### config.mk
export PLATFORM = sky130hd
export DESIGN_NAME = cmp_vote_filter
export DESIGN_NICKNAME = d
export VERILOG_FILES = /design/src/rtl/cvf_pkg.sv /design/src/rtl/cvf_prescale.sv /design/src/rtl/cvf_vote.sv /design/src/rtl/cvf_regs.sv /design/src/rtl/cmp_vote_filter.sv
export SDC_FILE = /design/constraint.sdc
export NUM_CORES = 1
export LEC_CHECK = 0
export BUFFER_PORTS_ARGS = -buffer_cell sky130_fd_sc_hd__buf_4
export CORE_UTILIZATION = 30
export CTS_CLUSTER_DIAMETER = 100
export DETAILED_ROUTE_END_ITERATION = 7
export GPL_ROUTABILITY_DRIVEN = 0
export MAX_ROUTING_LAYER = met4
export PLACE_DENSITY = 0.51
export SLEW_MARGIN = 10
export SYNTH_ARGS = -nofsm -noshare
export SYNTH_HDL_FRONTEND = slang
export SYNTH_SLANG_ARGS = --single-unit
### constraint.sdc
create_clock -name clk_i -period 27.8 [get_ports clk_i]
set_input_delay 0 -clock clk_i [delete_from_list [all_inputs] [get_ports clk_i]]
set_output_delay 0 -clock clk_i [all_outputs]
set_load 0.02 [all_outputs]
### src/rtl/cvf_pkg.sv
package cvf_pkg;
  localparam int unsigned HIST_W  = 32;
  localparam int unsigned FLD_W   = 5;
  localparam int unsigned PRE_W   = 16;
  localparam int unsigned DATA_W  = 16;
  localparam int unsigned NCH     = 2;
  localparam int unsigned ADDR_W  = 3;
  localparam int unsigned CNT_W   = $clog2(HIST_W + 1);
  // control word layout
  localparam int unsigned WIN_LSB  = 0;
  localparam int unsigned THR_LSB  = 8;
  localparam int unsigned INIT_BIT = 15;
  localparam int unsigned LOCK_ADDR = 2 * NCH;
endpackage

### src/rtl/cvf_prescale.sv
module cvf_prescale
  import cvf_pkg::*;
(
  input  logic             clk_i,
  input  logic             rst_ni,
  input  logic [PRE_W-1:0] presc_i,
  input  logic             restart_i,
  output logic             tick_o
);
  logic [PRE_W-1:0] cnt_q;

  // >= keeps a shrinking prescale from running the counter around
  assign tick_o = (cnt_q >= presc_i) && !restart_i;

  always_ff @(posedge clk_i or negedge rst_ni) begin
    if (!rst_ni)        cnt_q <= '0;
    else if (restart_i) cnt_q <= '0;
    else if (tick_o)    cnt_q <= '0;
    else                cnt_q <= cnt_q + 1'b1;
  end

  a_r2_wrap_after_tick: assert property (@(posedge clk_i) disable iff (!rst_ni)
    tick_o |=> (cnt_q == '0));
  a_r2_restart_clears: assert property (@(posedge clk_i) disable iff (!rst_ni)
    restart_i |=> (cnt_q == '0));
  a_r2_count_up: assert property (@(posedge clk_i) disable iff (!rst_ni)
    (!tick_o && !restart_i) |=> (cnt_q == $past(cnt_q) + 1'b1));
endmodule

### src/rtl/cvf_vote.sv
module cvf_vote
  import cvf_pkg::*;
(
  input  logic             clk_i,
  input  logic             rst_ni,
  input  logic             din_i,
  input  logic             tick_i,
  input  logic             init_i,
  input  logic [FLD_W-1:0] win_i,
  input  logic [FLD_W-1:0] thr_i,
  output logic             filt_o
);
  logic [HIST_W-1:0] hist_q, hist_nxt;
  logic [CNT_W-1:0]  ones, zeros, need, span;
  logic              filt_nxt;

  assign hist_nxt = {hist_q[HIST_W-2:0], din_i};
  assign span     = CNT_W'(win_i) + 1'b1;
  assign need     = CNT_W'(thr_i) + 1'b1;

  always_comb begin
    ones = '0;
    for (int i = 0; i < HIST_W; i++) begin
      if ((i <= int'(win_i)) && hist_nxt[i]) ones = ones + 1'b1;
    end
    zeros = span - ones;
  end

  always_comb begin
    filt_nxt = filt_o;
    if (!filt_o && (ones >= need))  filt_nxt = 1'b1;
    else if (filt_o && (zeros >= need)) filt_nxt = 1'b0;
  end

  always_ff @(posedge clk_i or negedge rst_ni) begin
    if (!rst_ni) begin
      hist_q <= '0;
      filt_o <= 1'b0;
    end else if (init_i) begin
      hist_q <= {HIST_W{din_i}};
    end else if (tick_i) begin
      hist_q <= hist_nxt;
      filt_o <= filt_nxt;
    end
  end

  a_r4_hold_between_samples: assert property (@(posedge clk_i) disable iff (!rst_ni)
    (!tick_i || init_i) |=> $stable(filt_o));
  a_r5_init_fills_history: assert property (@(posedge clk_i) disable iff (!rst_ni)
    init_i |=> (hist_q == {HIST_W{$past(din_i)}}));
  a_r3_shift_on_sample: assert property (@(posedge clk_i) disable iff (!rst_ni)
    (tick_i && !init_i) |=> (hist_q[0] == $past(din_i)));
endmodule

### src/rtl/cvf_regs.sv
module cvf_regs
  import cvf_pkg::*;
(
  input  logic                      clk_i,
  input  logic                      rst_ni,
  input  logic                      wr_en_i,
  input  logic [ADDR_W-1:0]         wr_addr_i,
  input  logic [DATA_W-1:0]         wr_data_i,
  input  logic [ADDR_W-1:0]         rd_addr_i,
  output logic [DATA_W-1:0]         rd_data_o,
  output logic [NCH-1:0][FLD_W-1:0] win_o,
  output logic [NCH-1:0][FLD_W-1:0] thr_o,
  output logic [NCH-1:0][PRE_W-1:0] presc_o,
  output logic [NCH-1:0]            init_o
);
  logic lock_q;
  logic wr_ok;

  assign wr_ok = wr_en_i && !lock_q;

  for (genvar ch = 0; ch < NCH; ch++) begin : g_ch
    localparam logic [ADDR_W-1:0] CTRL_A = ADDR_W'(2 * ch);
    localparam logic [ADDR_W-1:0] PRE_A  = ADDR_W'(2 * ch + 1);

    always_ff @(posedge clk_i or negedge rst_ni) begin
      if (!rst_ni) begin
        win_o[ch]   <= '0;
        thr_o[ch]   <= '0;
        presc_o[ch] <= '0;
      end else if (wr_ok) begin
        if (wr_addr_i == CTRL_A) begin
          win_o[ch] <= wr_data_i[WIN_LSB +: FLD_W];
          thr_o[ch] <= wr_data_i[THR_LSB +: FLD_W];
        end
        if (wr_addr_i == PRE_A) presc_o[ch] <= wr_data_i[PRE_W-1:0];
      end
    end

    assign init_o[ch] = wr_ok && (wr_addr_i == CTRL_A) && wr_data_i[INIT_BIT];

    a_r6_frozen_when_locked: assert property (@(posedge clk_i) disable iff (!rst_ni)
      lock_q |=> ($stable(win_o[ch]) && $stable(thr_o[ch]) && $stable(presc_o[ch])));
    a_r6_no_init_when_locked: assert property (@(posedge clk_i) disable iff (!rst_ni)
      lock_q |-> !init_o[ch]);
  end

  always_ff @(posedge clk_i or negedge rst_ni) begin
    if (!rst_ni) lock_q <= 1'b0;
    else if (wr_en_i && (wr_addr_i == ADDR_W'(LOCK_ADDR)) && wr_data_i[0]) lock_q <= 1'b1;
  end

  always_comb begin
    rd_data_o = '0;
    for (int ch = 0; ch < NCH; ch++) begin
      if (rd_addr_i == ADDR_W'(2 * ch)) begin
        rd_data_o[WIN_LSB +: FLD_W] = win_o[ch];
        rd_data_o[THR_LSB +: FLD_W] = thr_o[ch];
      end
      if (rd_addr_i == ADDR_W'(2 * ch + 1)) rd_data_o[PRE_W-1:0] = presc_o[ch];
    end
    if (rd_addr_i == ADDR_W'(LOCK_ADDR)) rd_data_o[0] = lock_q;
  end

  a_r6_lock_sticky: assert property (@(posedge clk_i) disable iff (!rst_ni)
    lock_q |=> lock_q);
endmodule

### src/rtl/cmp_vote_filter.sv
module cmp_vote_filter
  import cvf_pkg::*;
(
  input  logic              clk_i,
  input  logic              rst_ni,
  input  logic              wr_en_i,
  input  logic [ADDR_W-1:0] wr_addr_i,
  input  logic [DATA_W-1:0] wr_data_i,
  input  logic [ADDR_W-1:0] rd_addr_i,
  output logic [DATA_W-1:0] rd_data_o,
  input  logic              cmp_lo_i,
  input  logic              cmp_hi_i,
  output logic              filt_lo_o,
  output logic              filt_hi_o
);
  logic [NCH-1:0][FLD_W-1:0] win, thr;
  logic [NCH-1:0][PRE_W-1:0] presc;
  logic [NCH-1:0]            init, tick, din, filt;

  assign din       = {cmp_hi_i, cmp_lo_i};
  assign filt_lo_o = filt[0];
  assign filt_hi_o = filt[1];

  cvf_regs i_regs (
    .clk_i     (clk_i),
    .rst_ni    (rst_ni),
    .wr_en_i   (wr_en_i),
    .wr_addr_i (wr_addr_i),
    .wr_data_i (wr_data_i),
    .rd_addr_i (rd_addr_i),
    .rd_data_o (rd_data_o),
    .win_o     (win),
    .thr_o     (thr),
    .presc_o   (presc),
    .init_o    (init)
  );

  for (genvar ch = 0; ch < NCH; ch++) begin : g_chan
    cvf_prescale i_pre (
      .clk_i     (clk_i),
      .rst_ni    (rst_ni),
      .presc_i   (presc[ch]),
      .restart_i (init[ch]),
      .tick_o    (tick[ch])
    );

    cvf_vote i_vote (
      .clk_i  (clk_i),
      .rst_ni (rst_ni),
      .din_i  (din[ch]),
      .tick_i (tick[ch]),
      .init_i (init[ch]),
      .win_i  (win[ch]),
      .thr_i  (thr[ch]),
      .filt_o (filt[ch])
    );
  end
endmodule

==> impl_metrics.py <==
metrics = {
    "clock_tree": {
        "post-cts-setup-buffers": 0,
        "clock-sinks": 149,
        "cts_tree": "done",
        "cts_max_level": 4,
        "clk_latency_ns": 0.43,
        "clkTransAtPathRegs_ns": 0.06,
        "cts_buffers": 17,
        "root_buffer": "clkbuf_16",
        "cts.path.max_buffers": 2,
    },
    "global_routing": {
        "grt_use_total_pct": 15.2,
        "grt_max_degree": 87,
        "grt_pass1_wl_um": 72600,
        "grt_pass1_vias": 14084,
        "gr-total-overflow": 0,
        "antenna_found_initial": 1,
    },
    "synth": {
        "synth.area.top_cells": "dfrtp_1, ha_1, xnor2_1",
        "yosysSeqAreaShare_pct": 21.6,
        "synthArstFlopShare_pct": 100,
        "ys_seq_elements": 149,
        "yosys.area.top_type_share_pct": 21.6,
        "synth.distinct_cells": 91,
        "synth_edf_count": 0,
        "synth_area_leader_cell": "dfrtp_1",
        "synth_nets": 2186,
        "synth-main-ff-cell": "dfrtp_1",
        "yosysWarnings": 0,
        "syn_area_sq_um": 17200,
        "avgSynthCellArea_sq_um": 8.56,
        "synthCells": 2015,
    },
    "die": {
        "fp.dieArea_sq_um": 58400,
        "dieHeight_um": 242,
        "num_rows": 87,
        "pin_count": 45,
        "design.core.area_sq_um": 56600,
        "initial_utilization_pct": 30.5,
        "die_w_um": 242,
    },
    "worst_setup_path": {
        "cp_slowest_stage_delay_ns": 0.70,
        "cp-start-kind": "flop",
        "crit_type": "reg -> reg",
        "worstPathArrival_ns": 23.17,
        "cpMostUsedCell": "ha_1",
        "crit_path_top_delay_cell": "dfrtp_1",
        "cp_max_fo": 23,
        "cp-end-kind": "flop",
        "required_ns": 28.09,
    },
    "final_layout": {
        "final_nets": 2218,
        "nFillCells": 5967,
        "regArea_sq_um": 3730,
        "multi_input_comb_area_sq_um": 12800,
        "drive_above_1_share_pct": 9.37,
        "final_cells": 2817,
        "final_util_pct": 33.9,
        "synthToLayoutAreaGrowth_pct": 11.4,
    },
    "sta": {
        "slew_headroom_pct": 18.8,
        "hold_violations": 0,
        "tightest_slew_ns": 1.22,
        "fmax_mhz": 43.7,
        "setup_viol": 0,
        "finClkSkew_ns": 0.0104,
        "final_max_slew_viol_count": 0,
        "fin_crit_sh_pct": 82.3,
        "fin_crit_ns": 22.88,
        "rsz0062_at_grt": "no",
        "fin_setup_tns_ns": 0,
    },
    "routing": {
        "viasPerCell": 5.11,
        "drc": 0,
        "drtIter0Drc": 690,
        "avgRoutedWirePerCell_um": 15.5,
        "wl_um": 43700,
        "antenna_left": 0,
        "num_vias": 14397,
        "first_pass_iters": 5,
    },
    "placed_design": {
        "io_buffers": 44,
        "dp_hpwl_um": 33000,
        "placedCellCount": 2760,
    },
    "outcome": {
        "status": "finished, final reports clean",
    },
    "hold_path": {
        "holdCritPathClass": "in -> async",
    },
    "job": {
        "maxCapViolations": 0,
    },
}
Yosys cell counts, types with 6 or more instances:
cell	n
nor3b_1	11
mux2i_1	93
inv_1	108
nand2b_1	23
and3_1	40
a211oi_1	11
xor2_1	70
clkbuf_1	62
nor3_1	19
nand4_1	16
a21oi_1	138
o22ai_1	11
o21ai_1	8
o31a_1	6
o211a_1	12
or2_2	9
xnor2_2	10
o21ai_0	85
a41oi_1	11
mux4_2	10
xnor3_1	24
nand2_1	219
nand3_1	67
o31ai_1	9
xnor2_1	168
and2_1	29
mux2_2	33
nor4_1	10
a21o_1	37
or3_1	7
o211ai_1	20
xnor3_2	9
o21a_1	20
a31oi_1	18
nand3b_1	8
nor2b_1	26
ha_1	142
buf_2	6
dfrtp_1	149
nor2_1	142
xor2_2	6
final cells by class:
class	count	share of cell area (%)
multi-input combinational	1684	66.9
clock inverter	14	0.743
sequential	149	19.4
clock buffer	18	2.23
inverter	111	2.17
antenna	1	0.0130
timing repair buffer	84	3.62
tap	756	4.93
cells by family (layout without fill, tap and decap cells):
| group | Yosys count | in the layout | synth area share, % |
|---|---|---|---|
| AOI/OAI and AO/OA | 457 | 457 | 17.6 |
| xor gates and xnor gates | 294 | 294 | 19.0 |
| adders and majority gates | 146 | 146 | 10.7 |
| buffers and inverters | 182 | 227 | 4.05 |
| DFF | 149 | 149 | 21.6 |
| muxes | 136 | 136 | 8.86 |
| other | 0 | 1 | 0 |
| and+or+nand+nor | 651 | 651 | 18.2 |
critical path, delay by kind of cell (launching register included):
kind                       cells  cell delay [ns]
AOI/OAI and AO/OA             35             5.45
DFF                            1             0.70
and+or+nand+nor               29             3.57
buffers and inverters         10             0.74
adders and majority gates     34            10.38
muxes                          4             1.11
xor gates and xnor gates       3             0.78
final timing paths:
kind	start	to	slack, ns	depth (start not counted)
worst min register to register	g_chan[1].i_vote.filt_o$_DFFE_PN0P_	g_chan[1].i_vote.filt_o$_DFFE_PN0P_	0.51	1
worst max-delay path	i_regs.win_o[6]$_DFFE_PN0P_	g_chan[1].i_vote.filt_o$_DFFE_PN0P_	4.92	115
min in group clk_i	wr_data_i[13]	i_regs.presc_o[13]$_DFFE_PN0P_	0.34	4
worst min-delay path	rst_ni	g_chan[1].i_pre.cnt_q[15]$_DFF_PN0_	0.20	2
worst max register to register	i_regs.win_o[6]$_DFFE_PN0P_	g_chan[1].i_vote.filt_o$_DFFE_PN0P_	4.92	115
max in group asynchronous	rst_ni	i_regs.presc_o[0]$_DFFE_PN0P_	26.21	3
routing by layer:
layer  global-route usage, %  up-vias  part of all wire, %  wire length, um
met4                    3.05        0                  1.1              473
met1                    20.6     6929                   50            21800
met3                    1.49       31                  2.7             1160
met5                       -        -                    0                0
met2                    24.7      192                   46            20200
li1                        -     7245                    -                -
placed cells by master (no fill, tap or decap), types with 10 or more instances in the layout:
cell type / count
mux4_2: 10
nor2b_1: 26
a21o_1: 37
ha_1: 142
nor4_1: 10
and2_1: 29
nor2_1: 140
inv_1: 108
nand2b_1: 23
nor3b_1: 11
o21a_1: 20
buf_4: 59
o21ai_0: 85
xnor3_1: 24
a211oi_1: 11
nand3_1: 67
a31oi_1: 18
dlygate4sd3_1: 24
mux2_2: 33
o22ai_1: 11
dfrtp_1: 149
xnor2_1: 168
nand2_1: 219
nor3_1: 19
clkbuf_16: 17
nand4_1: 16
and3_1: 40
a21oi_1: 136
o211a_1: 12
mux2i_1: 93
a41oi_1: 11
xnor2_2: 10
o211ai_1: 20
xor2_1: 70
sequential cells by signal, indices dropped and copies added, names as in the netlist:
register              cells
i_regs.win_o             10
i_regs.lock_q             1
i_regs.presc_o           32
g_chan.i_vote.filt_o      2
g_chan.i_pre.cnt_q       32
g_chan.i_vote.hist_q     62
i_regs.thr_o             10
stage by stage:
stage	setup WS [ns]	hold WS (ns)	cell area, sq um
4_1_cts	4.92	0.240	19200
6_report	4.92	0.204	19200
5_1_grt	2.96	0.283	19200
3_5_place_dp	4.97	0.124	18400
3_3_place_gp	5.84	0.124	18400
2_1_floorplan	7.21	-0.296	17200
repair_timing:
action / 4_1_cts / 5_1_grt
hold buffers: 24 / 0
hold endpoints to repair: 144 / 0
endpoints found under the setup margin: 0 / 0
resized for setup: 0 / 0
Power is left out: the tool's default activity adds up to more than one toggle a clock period on the data nets, which glitch-free logic cannot reach.
